## src/rtl/dtt_pkg.sv

```systemverilog
package dtt_pkg;
  localparam int WIN_AW = 12;
  localparam int NUM_CH = 2;

  // control bit positions (software decodes these)
  localparam int CB_ONESHOT = 0;
  localparam int CB_WIDE    = 1;
  localparam int CB_PRE_LO  = 2;
  localparam int CB_IE      = 5;
  localparam int CB_PERIOD  = 6;
  localparam int CB_RUN     = 7;
  localparam logic [7:0] CTRL_RESET = 8'h20;

  // channel word indices
  localparam logic [2:0] W_LOAD  = 3'd0;
  localparam logic [2:0] W_VALUE = 3'd1;
  localparam logic [2:0] W_CTRL  = 3'd2;
  localparam logic [2:0] W_CLR   = 3'd3;
  localparam logic [2:0] W_RAW   = 3'd4;
  localparam logic [2:0] W_MASK  = 3'd5;
  localparam logic [2:0] W_BG    = 3'd6;

  typedef struct packed {
    logic ldWr;
    logic bgWr;
    logic ctlWr;
    logic clrWr;
  } chStrobe_t;

  typedef enum logic [1:0] {SEL_CH0, SEL_CH1, SEL_ID, SEL_ZERO} rdSel_e;

  function automatic logic [7:0] idByte(input logic [2:0] idx);
    case (idx)
      3'd0: idByte = 8'h04;
      3'd1: idByte = 8'h18;
      3'd2: idByte = 8'h14;
      3'd3: idByte = 8'h00;
      3'd4: idByte = 8'h0D;
      3'd5: idByte = 8'hF0;
      3'd6: idByte = 8'h05;
      default: idByte = 8'hB1;
    endcase
  endfunction
endpackage

```

## src/rtl/dtt_decode.sv

```systemverilog
module dtt_decode
  import dtt_pkg::*;
#(
  parameter int AW = WIN_AW
) (
  input  logic                   wrEn,
  input  logic [AW-1:0]          addr,
  output chStrobe_t [NUM_CH-1:0] strobe,
  output rdSel_e                 rdSel,
  output logic [2:0]             wordIdx
);
  localparam int CH_SPAN_BITS = 6;   // 0x40 bytes for both channels
  localparam int ID_TAG_W     = AW - 5;

  logic inChan;
  logic idHit;
  logic chPick;

  assign inChan  = (addr[AW-1:CH_SPAN_BITS] == '0);
  assign idHit   = (addr[AW-1:5] == {ID_TAG_W{1'b1}});
  assign chPick  = addr[5];
  assign wordIdx = addr[4:2];

  always_comb begin
    if (inChan)     rdSel = chPick ? SEL_CH1 : SEL_CH0;
    else if (idHit) rdSel = SEL_ID;
    else            rdSel = SEL_ZERO;
  end

  for (genvar c = 0; c < NUM_CH; c++) begin : g_strb
    logic hit;
    assign hit = wrEn && inChan && (chPick == c[0]);
    assign strobe[c].ldWr  = hit && (wordIdx == W_LOAD);
    assign strobe[c].bgWr  = hit && (wordIdx == W_BG);
    assign strobe[c].ctlWr = hit && (wordIdx == W_CTRL);
    assign strobe[c].clrWr = hit && (wordIdx == W_CLR);
  end
endmodule

```

## src/rtl/dtt_channel.sv

```systemverilog
module dtt_channel
  import dtt_pkg::*;
#(
  parameter int DW    = 32,
  parameter int PRE_W = 8
) (
  input  logic          clk,
  input  logic          rstN,
  input  chStrobe_t     strobe,
  input  logic [DW-1:0] wrData,
  input  logic          tickEn,
  input  logic [2:0]    wordIdx,
  output logic [DW-1:0] rdWord,
  output logic          irqOut,
  output logic [DW-1:0] limitQ,
  output logic [DW-1:0] countQ,
  output logic [7:0]    ctrlQ,
  output logic          risQ
);
  localparam int NARROW_W = 16;
  localparam int DIV16_W  = 4;
  localparam logic [DW-1:0] NARROW_MAX = DW'({NARROW_W{1'b1}});

  logic [PRE_W-1:0] preCnt;
  logic             preFire;
  logic             stepEn;
  logic [DW-1:0]    reloadCur;

  function automatic logic [DW-1:0] reloadOf(input logic [7:0] ctl, input logic [DW-1:0] lim);
    if (ctl[CB_PERIOD] || ctl[CB_ONESHOT]) reloadOf = lim;
    else if (ctl[CB_WIDE])                 reloadOf = '1;
    else                                   reloadOf = NARROW_MAX;
  endfunction

  always_comb begin
    case (ctrlQ[CB_PRE_LO+1:CB_PRE_LO])
      2'b01:   preFire = (preCnt[DIV16_W-1:0] == '1);
      2'b10:   preFire = (preCnt == '1);
      default: preFire = 1'b1;
    endcase
  end

  assign stepEn    = tickEn && ctrlQ[CB_RUN] && preFire;
  assign reloadCur = reloadOf(ctrlQ, limitQ);

  always_ff @(posedge clk) begin
    if (!rstN)                          preCnt <= '0;
    else if (strobe.ctlWr)              preCnt <= '0;
    else if (tickEn && ctrlQ[CB_RUN])   preCnt <= preCnt + 1'b1;
  end

  always_ff @(posedge clk) begin
    if (!rstN) begin
      ctrlQ  <= CTRL_RESET;
      limitQ <= '0;
      countQ <= '0;
    end else if (strobe.ldWr) begin
      limitQ <= wrData;
      countQ <= reloadOf(ctrlQ, wrData);
    end else if (strobe.bgWr) begin
      limitQ <= wrData;
    end else if (strobe.ctlWr) begin
      ctrlQ <= wrData[7:0];
      if (wrData[CB_RUN]) countQ <= reloadOf(wrData[7:0], limitQ);
    end else if (stepEn) begin
      if (countQ != '0)               countQ <= countQ - 1'b1;
      else if (!ctrlQ[CB_ONESHOT])    countQ <= reloadCur;
    end
  end

  always_ff @(posedge clk) begin
    if (!rstN)                                                   risQ <= 1'b0;
    else if (stepEn && !strobe.ldWr && !strobe.bgWr &&
             !strobe.ctlWr && countQ == DW'(1))                  risQ <= 1'b1;
    else if (strobe.clrWr)                                       risQ <= 1'b0;
  end

  assign irqOut = risQ && ctrlQ[CB_IE];

  always_comb begin
    case (wordIdx)
      W_LOAD, W_BG: rdWord = limitQ;
      W_VALUE:      rdWord = countQ;
      W_CTRL:       rdWord = DW'(ctrlQ);
      W_RAW:        rdWord = DW'(risQ);
      W_MASK:       rdWord = DW'(irqOut);
      default:      rdWord = '0;
    endcase
  end
endmodule

```

## src/rtl/dual_tick_timer.sv

```systemverilog
module dual_tick_timer
  import dtt_pkg::*;
#(
  parameter int DW    = 32,
  parameter int PRE_W = 8
) (
  input  logic              clk,
  input  logic              rstN,
  input  logic [NUM_CH-1:0] tickEn,
  input  logic              wrEn,
  input  logic [WIN_AW-1:0] addr,
  input  logic [DW-1:0]     wrData,
  output logic [DW-1:0]     rdData,
  output logic              irq
);
  chStrobe_t [NUM_CH-1:0]         strobe;
  rdSel_e                         rdSel;
  logic [2:0]                     wordIdx;
  logic [NUM_CH-1:0][DW-1:0]      chRd;
  logic [NUM_CH-1:0]              chIrq;
  logic [NUM_CH-1:0][DW-1:0]      chLimit;
  logic [NUM_CH-1:0][DW-1:0]      chCount;
  logic [NUM_CH-1:0][7:0]         chCtrl;
  logic [NUM_CH-1:0]              chRis;

  dtt_decode #(.AW(WIN_AW)) u_dec (
    .wrEn(wrEn), .addr(addr), .strobe(strobe), .rdSel(rdSel), .wordIdx(wordIdx)
  );

  for (genvar c = 0; c < NUM_CH; c++) begin : g_ch
    dtt_channel #(.DW(DW), .PRE_W(PRE_W)) u_ch (
      .clk(clk), .rstN(rstN), .strobe(strobe[c]), .wrData(wrData),
      .tickEn(tickEn[c]), .wordIdx(wordIdx), .rdWord(chRd[c]),
      .irqOut(chIrq[c]), .limitQ(chLimit[c]), .countQ(chCount[c]),
      .ctrlQ(chCtrl[c]), .risQ(chRis[c])
    );
  end

  always_comb begin
    case (rdSel)
      SEL_CH0: rdData = chRd[0];
      SEL_CH1: rdData = chRd[1];
      SEL_ID:  rdData = DW'(idByte(wordIdx));
      default: rdData = '0;
    endcase
  end

  assign irq = |chIrq;
endmodule

```

## config.mk

```make
export PLATFORM = sky130hd
export DESIGN_NAME = dual_tick_timer
export DESIGN_NICKNAME = d
export VERILOG_FILES = /design/src/rtl/dtt_pkg.sv /design/src/rtl/dtt_decode.sv /design/src/rtl/dtt_channel.sv /design/src/rtl/dual_tick_timer.sv
export SDC_FILE = /design/constraint.sdc
export NUM_CORES = 1
export LEC_CHECK = 0
export BUFFER_PORTS_ARGS = -buffer_cell sky130_fd_sc_hd__buf_4
export CAP_MARGIN = 40
export CELL_PAD_IN_SITES_DETAIL_PLACEMENT = 1
export CELL_PAD_IN_SITES_GLOBAL_PLACEMENT = 1
export CORE_UTILIZATION = 30
export DETAILED_ROUTE_END_ITERATION = 10
export PLACE_DENSITY_LB_ADDON = 0.1
export SYNTH_ARGS = -nofsm -noshare
export SYNTH_HDL_FRONTEND = slang
export SYNTH_SLANG_ARGS = --single-unit
export TNS_END_PERCENT = 10
```

## constraint.sdc

```tcl
create_clock -name clk -period 5 [get_ports clk]
set_clock_uncertainty 0.15 [all_clocks]
set_input_delay 0.5 -clock clk [delete_from_list [all_inputs] [get_ports clk]]
set_output_delay 0.5 -clock clk [all_outputs]
set_load 0.01 [all_outputs]
```

==> flow_summary.yaml <==
global_route:
  track_usage_pct: 27.2
  grt_pass1_vias: 11500
  grt_start_max_net_pins: 51
  grt_pass1_wl_microns: 72400
  antenna_found_initial: 0
  grt_overflow: 0
setup_path:
  cp.required_ps: 5200
  start_kind: "register"
  crit_type: "register to register"
  worst-path-max-fanout: 16
  rrSetupSlack_ps: 1200
  reg2reg_depth: 8
  endpoint_kind: "register"
  reg2reg_from: "g_ch[0].u_ch.countQ[4]$_SDFFE_PN0P_"
  cp_slowest_cell: "nor4_2"
  crit_chain: "nor4_2, and4_1, nand4_1, a41oi_1, or2_1, buf_4, nand2_1, a21oi_1"
  critPathMaxStageDelay_ps: 700
  crit_arrival_ps: 4000
  regToRegEndpoint: "g_ch[0].u_ch.countQ[5]$_SDFFE_PN0P_"
logic_synthesis:
  synth_nets: 1516
  ys_warn_count: 0
  synth-edff-count: 0
  ys_seq_elements: 162
  yosysUniqueCellTypes: 76
  synth_area_sq_mm: 0.0103
  synth_ff_type: "dfxtp_1"
  syn_area_per_cell_sq_um: 7.05
  async_flop_share_pct: 0
  yosysSeqAreaShare_pct: 31.6
  synth_cells: 1457
clock_network:
  numCtsBuffers: 17
  ctsHoldBuffers: 0
  insertion_delay_ps: 460
  ctsHtreeMaxLevel: 4
  postCtsSetupRepairBufs: 0
  cts_sinks: 162
  clock_path_buffers: 2
  cts_tree: "done"
  post_cts_resized: 0
  path_clk_slew_ps: 70
  ctsRootBufferMaster: "clkbuf_16"
detailed_routing:
  wl_per_cell_microns: 24.7
  route.detailed.drc: 0
  vias: 11600
  vias_per_cell: 5.98
  detail_route.iter0.violations: 870
  finalWirelength_microns: 47700
  first_pass_iters: 5
  ant_nets: 0
flow_run:
  max_cap_violations: 0
timing:
  slew_headroom_pct: 43.6
  tightest_slew_ps: 846
  finalMaxSlewViolations: 0
  period_needed_ps: 3800
  period_share_pct: 75.9
  hold_viol_final: 0
  finalSetupViolations: 0
  setup_slack_ps: 1200
  setup_tns_ps: 0
  rsz0062_at_grt: "false"
  max_freq_mhz: 263
  holdWs_ps: 177
run_status:
  status: "completed"
die:
  fp.dieH_microns: 187
  io-pin-count: 82
  rows: 67
  die_w_microns: 187
  floorplan.initialDensity_pct: 30.5
  core_sq_mm: 0.0336
  die_area_sq_mm: 0.0350
power:
  total_leakage_power_nw: 4.03
  p_seq_share_pct: 44.3
  clkPwrFrac_pct: 48.7
  power.switching_w: 0.000750
  comb_power_share_pct: 7.0
  ir_worst_vdd_mv: 0.253
  swShare_pct: 25.7
  power_density_mw_per_mm2: 245
  p_int_w: 0.00217
min_path:
  holdPathEnd: "g_ch[0].u_ch.limitQ[18]$_SDFFE_PN0P_"
  hp-start: "wrData[18]"
  hold_depth: 3
  hold_class: "input pin to register"
place:
  dp_slack_ps: 1210
  gp_congestion: 0.848
  dp_hpwl_microns: 33400
  io_buffers: 79
layout:
  fillCellCount: 4174
  final_common_cell: "nand2_1"
  utilization_pct: 35.4
  area_growth_pct: 16.0
  final_cell_mix: "nand2_1, a21oi_1, dfxtp_1"
  antenna_cells: 0
  drive_above_1_share_pct: 12.9
  nets: 1534
-- metal layers --
metal,vias up,wire length [microns],GRT usage (%)
met5,-,0,0
met4,0,1860,12.2
met3,81,2080,4.30
met2,350,21100,42.4
met1,5792,22600,37.0
li1,5352,-,-
-- stage by stage --
step                      cells  power [W]  area [sq um]
final                      1935    0.00292         11900
after global routing       1935    0.00300         11900
after CTS                  1935    0.00295         11900
after detailed placement   1904    0.00152         11300
after global placement     1903    0.00152         11300
after floorplan            1457    0.00141         10300
-- Yosys cell counts (3+ instances only) --
library cell  count  area, sq um
or4_1             6         45.0
o31ai_1          10         75.1
buf_1             5         18.8
nor3_1           34          170
o22ai_1          38          238
xor2_1           21          184
dfxtp_1         162         3240
xnor2_1          25          219
a31oi_1          29          181
o32a_1            3         30.0
mux2_2            3         33.8
ha_1             10          125
o221ai_1         12          105
a211oi_1          8         60.1
or4_4             4         45.0
nor3b_1           7         52.6
nand3_1          32          160
a22oi_1          65          488
clkbuf_1        103          387
nand2_1         290         1090
a311o_1           3         30.0
inv_1            14         52.6
a32oi_1           3         26.3
nand4_1          18          113
a211o_1           4         35.0
a22o_1            3         26.3
o311ai_0          3         26.3
or3_1            16          100
nor4_1           18          113
o41ai_1           4         35.0
nand2b_1          4         25.0
and2_1            6         37.5
and4_1            3         26.3
buf_2            15         75.1
nor2_1           86          323
nor2b_1           7         43.8
or2_2            10         62.6
and3_1           10         62.6
o211ai_1         29          218
o21ai_0          75          375
a21oi_1         208         1040
-- layout make-up --
cell class                      count  area, sq um  area share (%)
Clock buffer                       22          474            3.98
Clock inverter                      9          130            1.09
Inverter                           14         53.8           0.452
Multi-Input combinational cell   1156         6510            54.6
Sequential cell                   162         3240            27.2
Tap cell                          448          561            4.71
Timing Repair Buffer              124          943            7.92
-- worst max-delay path: cells and delay by family (launching register included) --
| kind | cells | cell delay [ps] |
|---|---|---|
| AOI/OAI and AO/OA | 2 | 490 |
| DFF | 1 | 390 |
| buffers and inverters | 1 | 340 |
| and+or+nand+nor | 5 | 2320 |
-- cell families after synthesis --
| group | synth area share [%] |
|---|---|
| AND/OR/NAND/NOR | 25.7 |
| AO/OA/AOI/OAI | 31.7 |
| flip-flops | 31.6 |
| buffers and inverters | 5.37 |
| XOR/XNOR | 3.92 |
| adder cells (fa/ha/maj) | 1.22 |
| multiplexers | 0.426 |
-- sequential cells by signal, summed over array words and instances (netlist names) --
register,flops
g_ch.u_ch.limitQ,64
g_ch.u_ch.preCnt,16
g_ch.u_ch.risQ,2
g_ch.u_ch.countQ,64
g_ch.u_ch.ctrlQ,16
-- worst max path at each step --
stage                                              startpoint  cells after the start                                    to
final                     g_ch[0].u_ch.countQ[4]$_SDFFE_PN0P_                      8   g_ch[0].u_ch.countQ[5]$_SDFFE_PN0P_
after global routing      g_ch[0].u_ch.countQ[4]$_SDFFE_PN0P_                      8   g_ch[0].u_ch.countQ[5]$_SDFFE_PN0P_
after CTS                 g_ch[0].u_ch.countQ[4]$_SDFFE_PN0P_                      8   g_ch[0].u_ch.countQ[5]$_SDFFE_PN0P_
after detailed placement                              addr[7]                     10  g_ch[0].u_ch.countQ[15]$_SDFFE_PN0P_
after global placement                                addr[7]                      9  g_ch[0].u_ch.countQ[15]$_SDFFE_PN0P_
after floorplan                                       addr[4]                      7                            rdData[10]
-- power groups by stage --
stage | registers, W | clock network [W] | logic [W]
2_1_floorplan | 0.00132 | 0 | 0.0000894
3_3_place_gp | 0.00132 | 0 | 0.000202
3_5_place_dp | 0.00132 | 0 | 0.000204
4_1_cts | 0.00129 | 0.00145 | 0.000204
5_1_grt | 0.00129 | 0.00150 | 0.000215
6_report | 0.00129 | 0.00142 | 0.000204
Power figures use the tool's default switching activity.
